===== config.mk =====
export PLATFORM = sky130hd
export DESIGN_NAME = eeprd_top
export DESIGN_NICKNAME = d
export VERILOG_FILES = /design/src/rtl/eeprd_pkg.sv /design/src/rtl/eeprd_timer.sv /design/src/rtl/eeprd_engine.sv /design/src/rtl/eeprd_sumseq.sv /design/src/rtl/eeprd_top.sv
export SDC_FILE = /design/constraint.sdc
export NUM_CORES = 1
export LEC_CHECK = 0
export CORE_UTILIZATION = 45
export DETAILED_ROUTE_END_ITERATION = 10
export PLACE_DENSITY = 0.64
export SLEW_MARGIN = 25
export SYNTH_ARGS = -nofsm -noshare
export SYNTH_HDL_FRONTEND = slang
export SYNTH_HIERARCHICAL = 1
export SYNTH_SLANG_ARGS = --single-unit

===== constraint.sdc =====
create_clock -name clk -period 4.2 [get_ports clk]
set_input_delay 1.26 -clock clk [delete_from_list [all_inputs] [get_ports clk]]
set_output_delay 1.26 -clock clk [all_outputs]
set_load 0.1 [all_outputs]

===== src/rtl/eeprd_pkg.sv =====
package eeprd_pkg;

    localparam int WORD_W = 16;

    // Cycles needed to cover t_ns at clk_mhz, rounded up, never below one.
    function automatic int ns_to_cycles(input int t_ns, input int clk_mhz);
        int c;
        c = (t_ns * clk_mhz + 999) / 1000;
        return (c < 1) ? 1 : c;
    endfunction

    function automatic int imax(input int a, input int b);
        return (a > b) ? a : b;
    endfunction

    typedef enum logic [3:0] {
        E_IDLE,
        E_SEL,
        E_CMD_LO,
        E_CMD_HI,
        E_DAT_LO,
        E_DAT_HI,
        E_END_LO,
        E_TRL_HI,
        E_TRL_LO
    } eng_state_e;

    typedef enum logic [1:0] {
        Q_IDLE,
        Q_ISSUE,
        Q_WAIT
    } seq_state_e;

endpackage


===== src/rtl/eeprd_timer.sv =====
module eeprd_timer #(
    parameter int TW = 8
) (
    input  logic          clk,
    input  logic          rst,
    input  logic          restart,
    input  logic [TW-1:0] len,
    output logic          zero
);
    logic [TW-1:0] cnt;

    always_ff @(posedge clk) begin
        if (rst) begin
            cnt <= '0;
        end else if (restart) begin
            cnt <= len - TW'(1);
        end else if (cnt != '0) begin
            cnt <= cnt - TW'(1);
        end
    end

    assign zero = (cnt == '0);
endmodule


===== src/rtl/eeprd_engine.sv =====
module eeprd_engine
    import eeprd_pkg::*;
#(
    parameter int              OP_W   = 3,
    parameter logic [OP_W-1:0] RD_OP  = 3'b110,
    parameter int              ADDR_W = 6,
    parameter int              HI_CYC = 8,
    parameter int              LO_CYC = 8
) (
    input  logic              clk,
    input  logic              rst,
    input  logic              start,
    input  logic [ADDR_W-1:0] addr,
    output logic              busy,
    output logic              done,
    output logic [WORD_W-1:0] data,
    output logic              ee_cs,
    output logic              ee_sk,
    output logic              ee_di,
    input  logic              ee_do
);
    localparam int CMD_W = OP_W + ADDR_W;
    localparam int MAXB  = imax(CMD_W, WORD_W);
    localparam int CW    = $clog2(MAXB);
    localparam int TW    = $clog2(imax(HI_CYC, LO_CYC) + 1);

    eng_state_e        st, st_n;
    logic [CMD_W-1:0]  cmd_sr;
    logic [CW-1:0]     bit_cnt;
    logic [WORD_W-1:0] in_sr;
    logic              do_m, do_s;
    logic              tmr_go, tmr_zero;
    logic [TW-1:0]     tmr_len;
    logic              last_cmd, last_dat;

    eeprd_timer #(.TW(TW)) u_tmr (
        .clk     (clk),
        .rst     (rst),
        .restart (tmr_go),
        .len     (tmr_len),
        .zero    (tmr_zero)
    );

    assign last_cmd = (bit_cnt == CW'(CMD_W - 1));
    assign last_dat = (bit_cnt == CW'(WORD_W - 1));

    always_comb begin
        st_n    = st;
        tmr_go  = 1'b0;
        tmr_len = TW'(LO_CYC);
        if (st == E_IDLE) begin
            if (start) begin
                st_n   = E_SEL;
                tmr_go = 1'b1;
            end
        end else if (tmr_zero) begin
            tmr_go = 1'b1;
            case (st)
                E_SEL:    st_n = E_CMD_LO;
                E_CMD_LO: begin st_n = E_CMD_HI; tmr_len = TW'(HI_CYC); end
                E_CMD_HI: st_n = last_cmd ? E_DAT_LO : E_CMD_LO;
                E_DAT_LO: begin st_n = E_DAT_HI; tmr_len = TW'(HI_CYC); end
                E_DAT_HI: st_n = last_dat ? E_END_LO : E_DAT_LO;
                E_END_LO: begin st_n = E_TRL_HI; tmr_len = TW'(HI_CYC); end
                E_TRL_HI: st_n = E_TRL_LO;
                E_TRL_LO: begin st_n = E_IDLE; tmr_go = 1'b0; end
                default:  st_n = E_IDLE;
            endcase
        end
    end

    always_ff @(posedge clk) begin
        if (rst) begin
            st      <= E_IDLE;
            cmd_sr  <= '0;
            bit_cnt <= '0;
            in_sr   <= '0;
            data    <= '0;
            done    <= 1'b0;
            do_m    <= 1'b0;
            do_s    <= 1'b0;
        end else begin
            st   <= st_n;
            done <= 1'b0;
            do_m <= ee_do;
            do_s <= do_m;
            if (st == E_IDLE && start) begin
                cmd_sr  <= {RD_OP, addr};
                bit_cnt <= '0;
            end
            if (tmr_zero) begin
                case (st)
                    E_CMD_HI: begin
                        if (last_cmd) begin
                            bit_cnt <= '0;
                        end else begin
                            bit_cnt <= bit_cnt + CW'(1);
                            cmd_sr  <= {cmd_sr[CMD_W-2:0], 1'b0};
                        end
                    end
                    E_DAT_HI: begin
                        in_sr <= {in_sr[WORD_W-2:0], do_s};
                        if (!last_dat) bit_cnt <= bit_cnt + CW'(1);
                    end
                    E_TRL_LO: begin
                        done <= 1'b1;
                        data <= in_sr;
                    end
                    default: ;
                endcase
            end
        end
    end

    assign busy  = (st != E_IDLE);
    assign ee_cs = (st == E_SEL) || (st == E_CMD_LO) || (st == E_CMD_HI) ||
                   (st == E_DAT_LO) || (st == E_DAT_HI);
    assign ee_sk = (st == E_CMD_HI) || (st == E_DAT_HI) || (st == E_TRL_HI);
    assign ee_di = ((st == E_CMD_LO) || (st == E_CMD_HI)) && cmd_sr[CMD_W-1];
endmodule


===== src/rtl/eeprd_sumseq.sv =====
module eeprd_sumseq
    import eeprd_pkg::*;
#(
    parameter int              ADDR_W   = 6,
    parameter logic [WORD_W-1:0] BOARD_ID = 16'h0000
) (
    input  logic              clk,
    input  logic              rst,
    input  logic              go,
    input  logic              eng_done,
    input  logic [WORD_W-1:0] eng_data,
    output logic              eng_start,
    output logic [ADDR_W-1:0] eng_addr,
    output logic              active,
    output logic              sum_done,
    output logic              sum_ok,
    output logic [WORD_W-1:0] sum_value
);
    seq_state_e        st;
    logic [WORD_W-1:0] acc, acc_n;

    assign acc_n = acc + eng_data;

    always_ff @(posedge clk) begin
        if (rst) begin
            st        <= Q_IDLE;
            acc       <= '0;
            eng_addr  <= '0;
            sum_done  <= 1'b0;
            sum_ok    <= 1'b0;
            sum_value <= '0;
        end else begin
            sum_done <= 1'b0;
            case (st)
                Q_IDLE: if (go) begin
                    st       <= Q_ISSUE;
                    acc      <= '0;
                    eng_addr <= '0;
                end
                Q_ISSUE: st <= Q_WAIT;
                Q_WAIT: if (eng_done) begin
                    acc <= acc_n;
                    if (&eng_addr) begin
                        st        <= Q_IDLE;
                        sum_done  <= 1'b1;
                        sum_value <= acc_n;
                        sum_ok    <= (acc_n == BOARD_ID);
                    end else begin
                        eng_addr <= eng_addr + ADDR_W'(1);
                        st       <= Q_ISSUE;
                    end
                end
                default: st <= Q_IDLE;
            endcase
        end
    end

    assign eng_start = (st == Q_ISSUE);
    assign active    = (st != Q_IDLE);
endmodule


===== src/rtl/eeprd_top.sv =====
module eeprd_top
    import eeprd_pkg::*;
#(
    parameter int                CLK_MHZ  = 125,
    parameter int                PHASE_NS = 8380,
    parameter int                SETUP_NS = 400,
    parameter int                OP_W     = 3,
    parameter logic [OP_W-1:0]   RD_OP    = 3'b110,
    parameter int                ADDR_W   = 6,
    parameter logic [WORD_W-1:0] BOARD_ID = 16'h0000
) (
    input  logic              clk,
    input  logic              rst,
    input  logic              rd_start,
    input  logic [ADDR_W-1:0] rd_addr,
    input  logic              sum_start,
    output logic              busy,
    output logic              rd_done,
    output logic [WORD_W-1:0] rd_data,
    output logic              sum_done,
    output logic              sum_ok,
    output logic [WORD_W-1:0] sum_value,
    output logic              ee_cs,
    output logic              ee_sk,
    output logic              ee_di,
    input  logic              ee_do
);
    localparam int PHASE_CYC = ns_to_cycles(PHASE_NS, CLK_MHZ);
    localparam int SETUP_CYC = ns_to_cycles(SETUP_NS, CLK_MHZ);
    localparam int LOW_CYC   = imax(PHASE_CYC, SETUP_CYC);

    logic              eng_busy, eng_done, eng_start;
    logic [ADDR_W-1:0] eng_addr, seq_addr;
    logic              seq_start, seq_active;
    logic              take_rd, take_sum;

    assign busy     = eng_busy | seq_active;
    assign take_rd  = rd_start & ~busy;
    assign take_sum = sum_start & ~busy & ~rd_start;

    assign eng_start = seq_active ? seq_start : take_rd;
    assign eng_addr  = seq_active ? seq_addr : rd_addr;
    assign rd_done   = eng_done & ~seq_active;

    eeprd_engine #(
        .OP_W   (OP_W),
        .RD_OP  (RD_OP),
        .ADDR_W (ADDR_W),
        .HI_CYC (PHASE_CYC),
        .LO_CYC (LOW_CYC)
    ) u_eng (
        .clk   (clk),
        .rst   (rst),
        .start (eng_start),
        .addr  (eng_addr),
        .busy  (eng_busy),
        .done  (eng_done),
        .data  (rd_data),
        .ee_cs (ee_cs),
        .ee_sk (ee_sk),
        .ee_di (ee_di),
        .ee_do (ee_do)
    );

    eeprd_sumseq #(
        .ADDR_W   (ADDR_W),
        .BOARD_ID (BOARD_ID)
    ) u_seq (
        .clk       (clk),
        .rst       (rst),
        .go        (take_sum),
        .eng_done  (eng_done),
        .eng_data  (rd_data),
        .eng_start (seq_start),
        .eng_addr  (seq_addr),
        .active    (seq_active),
        .sum_done  (sum_done),
        .sum_ok    (sum_ok),
        .sum_value (sum_value)
    );
endmodule


==> impl_metrics.csv <==
group,metric,value,unit
floorplan,dieArea,0.0125,mm2
clock_network,hold_buffers,0,
timing,min_period,3.41,ns
yosys,ys_seq_area_share,38.9,%
grt,grt_use_total,20.5,%
placed_design,dp_hpwl,8820,um
cells_and_area,nFillCells,1134,
placed_design,placed_area,0.00601,mm2
cells_and_area,fin_nets,741,
power,pwr-share-seq,38.8,%
floorplan,die_h,112,um
worst_setup_path,path_cells,"clkdlybuf4s50_1 > inv_1 > o21ai_1 > nand3_1 > o21ai_2 > mux2i_1 > ha_1 > nor4b_4 > o21ai_1 > o31a_1 > nor3_1",
placed_design,dp_cells,842,
cells_and_area,drive_gt1_share,8.25,%
drt,routedWlPerCell,14.2,um
grt,gr-total-overflow,0,
clock_network,postCtsResizedCells,0,
drt,drc,4,
timing,rsz0062_at_grt,"no",
floorplan,ioPinCount,50,
yosys,syn_inst,659,
cells_and_area,fin_util,54.6,%
power,clock_power_share,29.3,%
clock_network,cts_made_buffers,9,
clock_network,cts-root-buf,"clkbuf_16",
yosys,ys_ff_latch,105,
power,leakage,2.35,nW
yosys,synth_ff_type,"dfxtp_1",
timing,max_freq,293,MHz
worst_setup_path,worstPathRequired,4.47,ns
timing,min_period_over_period,81.1,%
cells_and_area,final_cell_mix,"nand2_1, dfxtp_1, a21oi_1",
drt,drt-initial-drc-count,305,
grt,grt_max_degree,96,
outcome,violations,"design-rule violations",
yosys,syn_area_per_cell,8.20,um2
power,power,2.94,mW
floorplan,coreArea,0.0116,mm2
hold_path,hold_path_class,"flop to flop",
timing,finalMaxSlewViolations,0,
timing,setup_viol,0,
grt,grt_pass1_vias,4301,
yosys,synth-edff-count,0,
power,irDropWorstVdd,0.268,mV
yosys,synth_cell_types,76,
grt,antenna_found_initial,0,
cells_and_area,final_area,0.00631,mm2
timing,slew_headroom,20.7,%
worst_setup_path,arrival,3.68,ns
power,comb_power_share,31.8,%
clock_network,post_cts_buffers,0,
power,p_int,1.91,mW
yosys,yosys_warnings,6,
floorplan,start_util,46.7,%
job,drv_cap,0,
clock_network,cts.sinks,105,
clock_network,clock_insertion_delay_worst_skew,0.35,ns
power,p_per_area,466,mW/mm2
worst_setup_path,path_common_cell,"o21ai_1",
cells_and_area,final_common_cell,"nand2_1",
worst_setup_path,crit_fanout,4,
timing,hold_viol_final,0,
clock_network,clk_transition_reported_paths,0.07,ns
power,p_switching,1.03,mW
clock_network,cts.path.max_buffers,2,
worst_setup_path,cp-start-kind,"input pin",
drt,wirelength,12200,um
placed_design,gp_congestion,0.848,
cells_and_area,antennaDiodeCount,0,
grt,grt_first_pass_wirelength,20800,um
floorplan,num_rows,39,
power,switching_share,35.0,%
clock_network,cts_htree_levels,3,
drt,ant_nets,0,
yosys,async_reset_ff_share,0,%
worst_setup_path,end_kind,"flop",
drt,drt_pre_antenna_iters,10,
worst_setup_path,worstSetupPathType,"input pin to flop",
timing,tightest_slew,1.17,ns
cells_and_area,syn_to_final_growth,16.8,%
placed_design,port_buffers,49,
cells_and_area,instances_no_fill,858,
drt,via_count,4692,
floorplan,fp.dieW,112,um
timing,fin_setup_tns,0,ns
worst_setup_path,crit_path_max_incr_delay,0.50,ns
clock_network,cts_tree,"yes",
outcome,outcome,"finished with violations",
worst_setup_path,slowest_stage,"clkdlybuf4s50_1",
timing,clock_skew,0.00945,ns
yosys,synth_area,0.00541,mm2
drt,vias_per_cell,5.47,
[area by class of cell]
cell class	count	area [um2]	area share [%]
clock inverters	5	62.6	0.991
inverters	13	48.8	0.773
clock buffers	11	243	3.84
repair buffers	54	510	8.08
well taps	143	179	2.83
multi-input cells	527	3170	50.2
flip-flops and latches	105	2100	33.3
[final timing paths]
| check | end | depth (start not counted) | from | slack [ns] |
|---|---|---|---|---|
| worst min-delay path | u_eng/do_s | 1 | u_eng/do_m | 0.44 |
| worst max-delay path | u_eng/u_tmr/cnt[10] | 11 | rd_start | 0.79 |
| worst max register to register | u_seq/sum_ok | 9 | u_eng/data[4] | 0.87 |
| worst min register to register | u_eng/do_s | 1 | u_eng/do_m | 0.44 |
[state kept, by name, summed over array words and instances (netlist names)]
name,count
u_eng/data,16
u_eng/in_sr,16
u_seq/acc,16
u_seq/sum_value,16
u_eng/u_tmr/cnt,11
u_eng/cmd_sr,9
u_seq/eng_addr,6
u_eng/bit_cnt,4
u_eng/st,4
u_seq/st,2
u_eng/do_m,1
u_eng/do_s,1
u_eng/done,1
u_seq/sum_done,1
u_seq/sum_ok,1
[critical path, delay by kind of cell]
kind | cells | cell delay (ns)
adders and majority gates | 1 | 0.24
buffers and inverters | 2 | 0.55
AOI/OAI and AO/OA | 4 | 0.81
and+or+nand+nor | 3 | 0.58
muxes | 1 | 0.25
[cells in the mapped netlist (7+ instances only)]
| master | count | share of area, % |
|---|---|---|
| dfxtp_1 | 105 | 39 |
| inv_1 | 13 | 0.90 |
| mux2i_1 | 11 | 2.0 |
| clkbuf_1 | 20 | 1.4 |
| or3_1 | 10 | 1.2 |
| nor3_1 | 21 | 1.9 |
| xnor2_1 | 10 | 1.6 |
| buf_2 | 7 | 0.65 |
| a21oi_1 | 74 | 6.9 |
| nor2b_1 | 7 | 0.81 |
| o21ai_0 | 14 | 1.3 |
| nand3_1 | 15 | 1.4 |
| mux2_2 | 8 | 1.7 |
| xor2_1 | 11 | 1.8 |
| a22oi_1 | 13 | 1.8 |
| nor2_1 | 57 | 4.0 |
| nand2_1 | 126 | 8.7 |
| ha_1 | 19 | 4.4 |
[kinds of logic after synthesis]
| logic type | count (synthesis) | synth area share, % |
|---|---|---|
| AND/OR/NAND/NOR | 292 | 26.8 |
| adder cells (fa/ha/maj) | 20 | 4.77 |
| multiplexers | 19 | 3.70 |
| XOR/XNOR | 22 | 3.70 |
| buffers and inverters | 47 | 3.93 |
| AO/OA/AOI/OAI | 152 | 18.0 |
| other | 2 | 0.139 |
| flip-flops | 105 | 38.9 |
[per-layer routing]
metal / vias to the layer above / track usage (%) / share of wire, %
met5: - / 0 / 0
met4: 0 / 5.86 / 1.2
met3: 12 / 4.57 / 3.6
met2: 82 / 33.0 / 45
met1: 2201 / 27.6 / 50
li1: 2397 / - / -
[power by group through the flow]
stage                     sequential (mW)  combinational (mW)  clock, mW
final                                1.14               0.936      0.863
after floorplan                      1.13               0.789          0
after CTS                            1.14               0.937      0.886
after global routing                 1.15                1.02      0.928
after global placement               1.16               0.904          0
after detailed placement             1.17               0.937          0
[metrics by stage]
stage	worst slack [ns]	hold slack, ns
6_report	0.792	0.439
5_1_grt	0.566	0.464
4_1_cts	0.822	0.444
3_5_place_dp	0.457	0.427
3_3_place_gp	0.585	0.418
2_1_floorplan	0.0561	0.414
(Power assumes the default switching activity.)
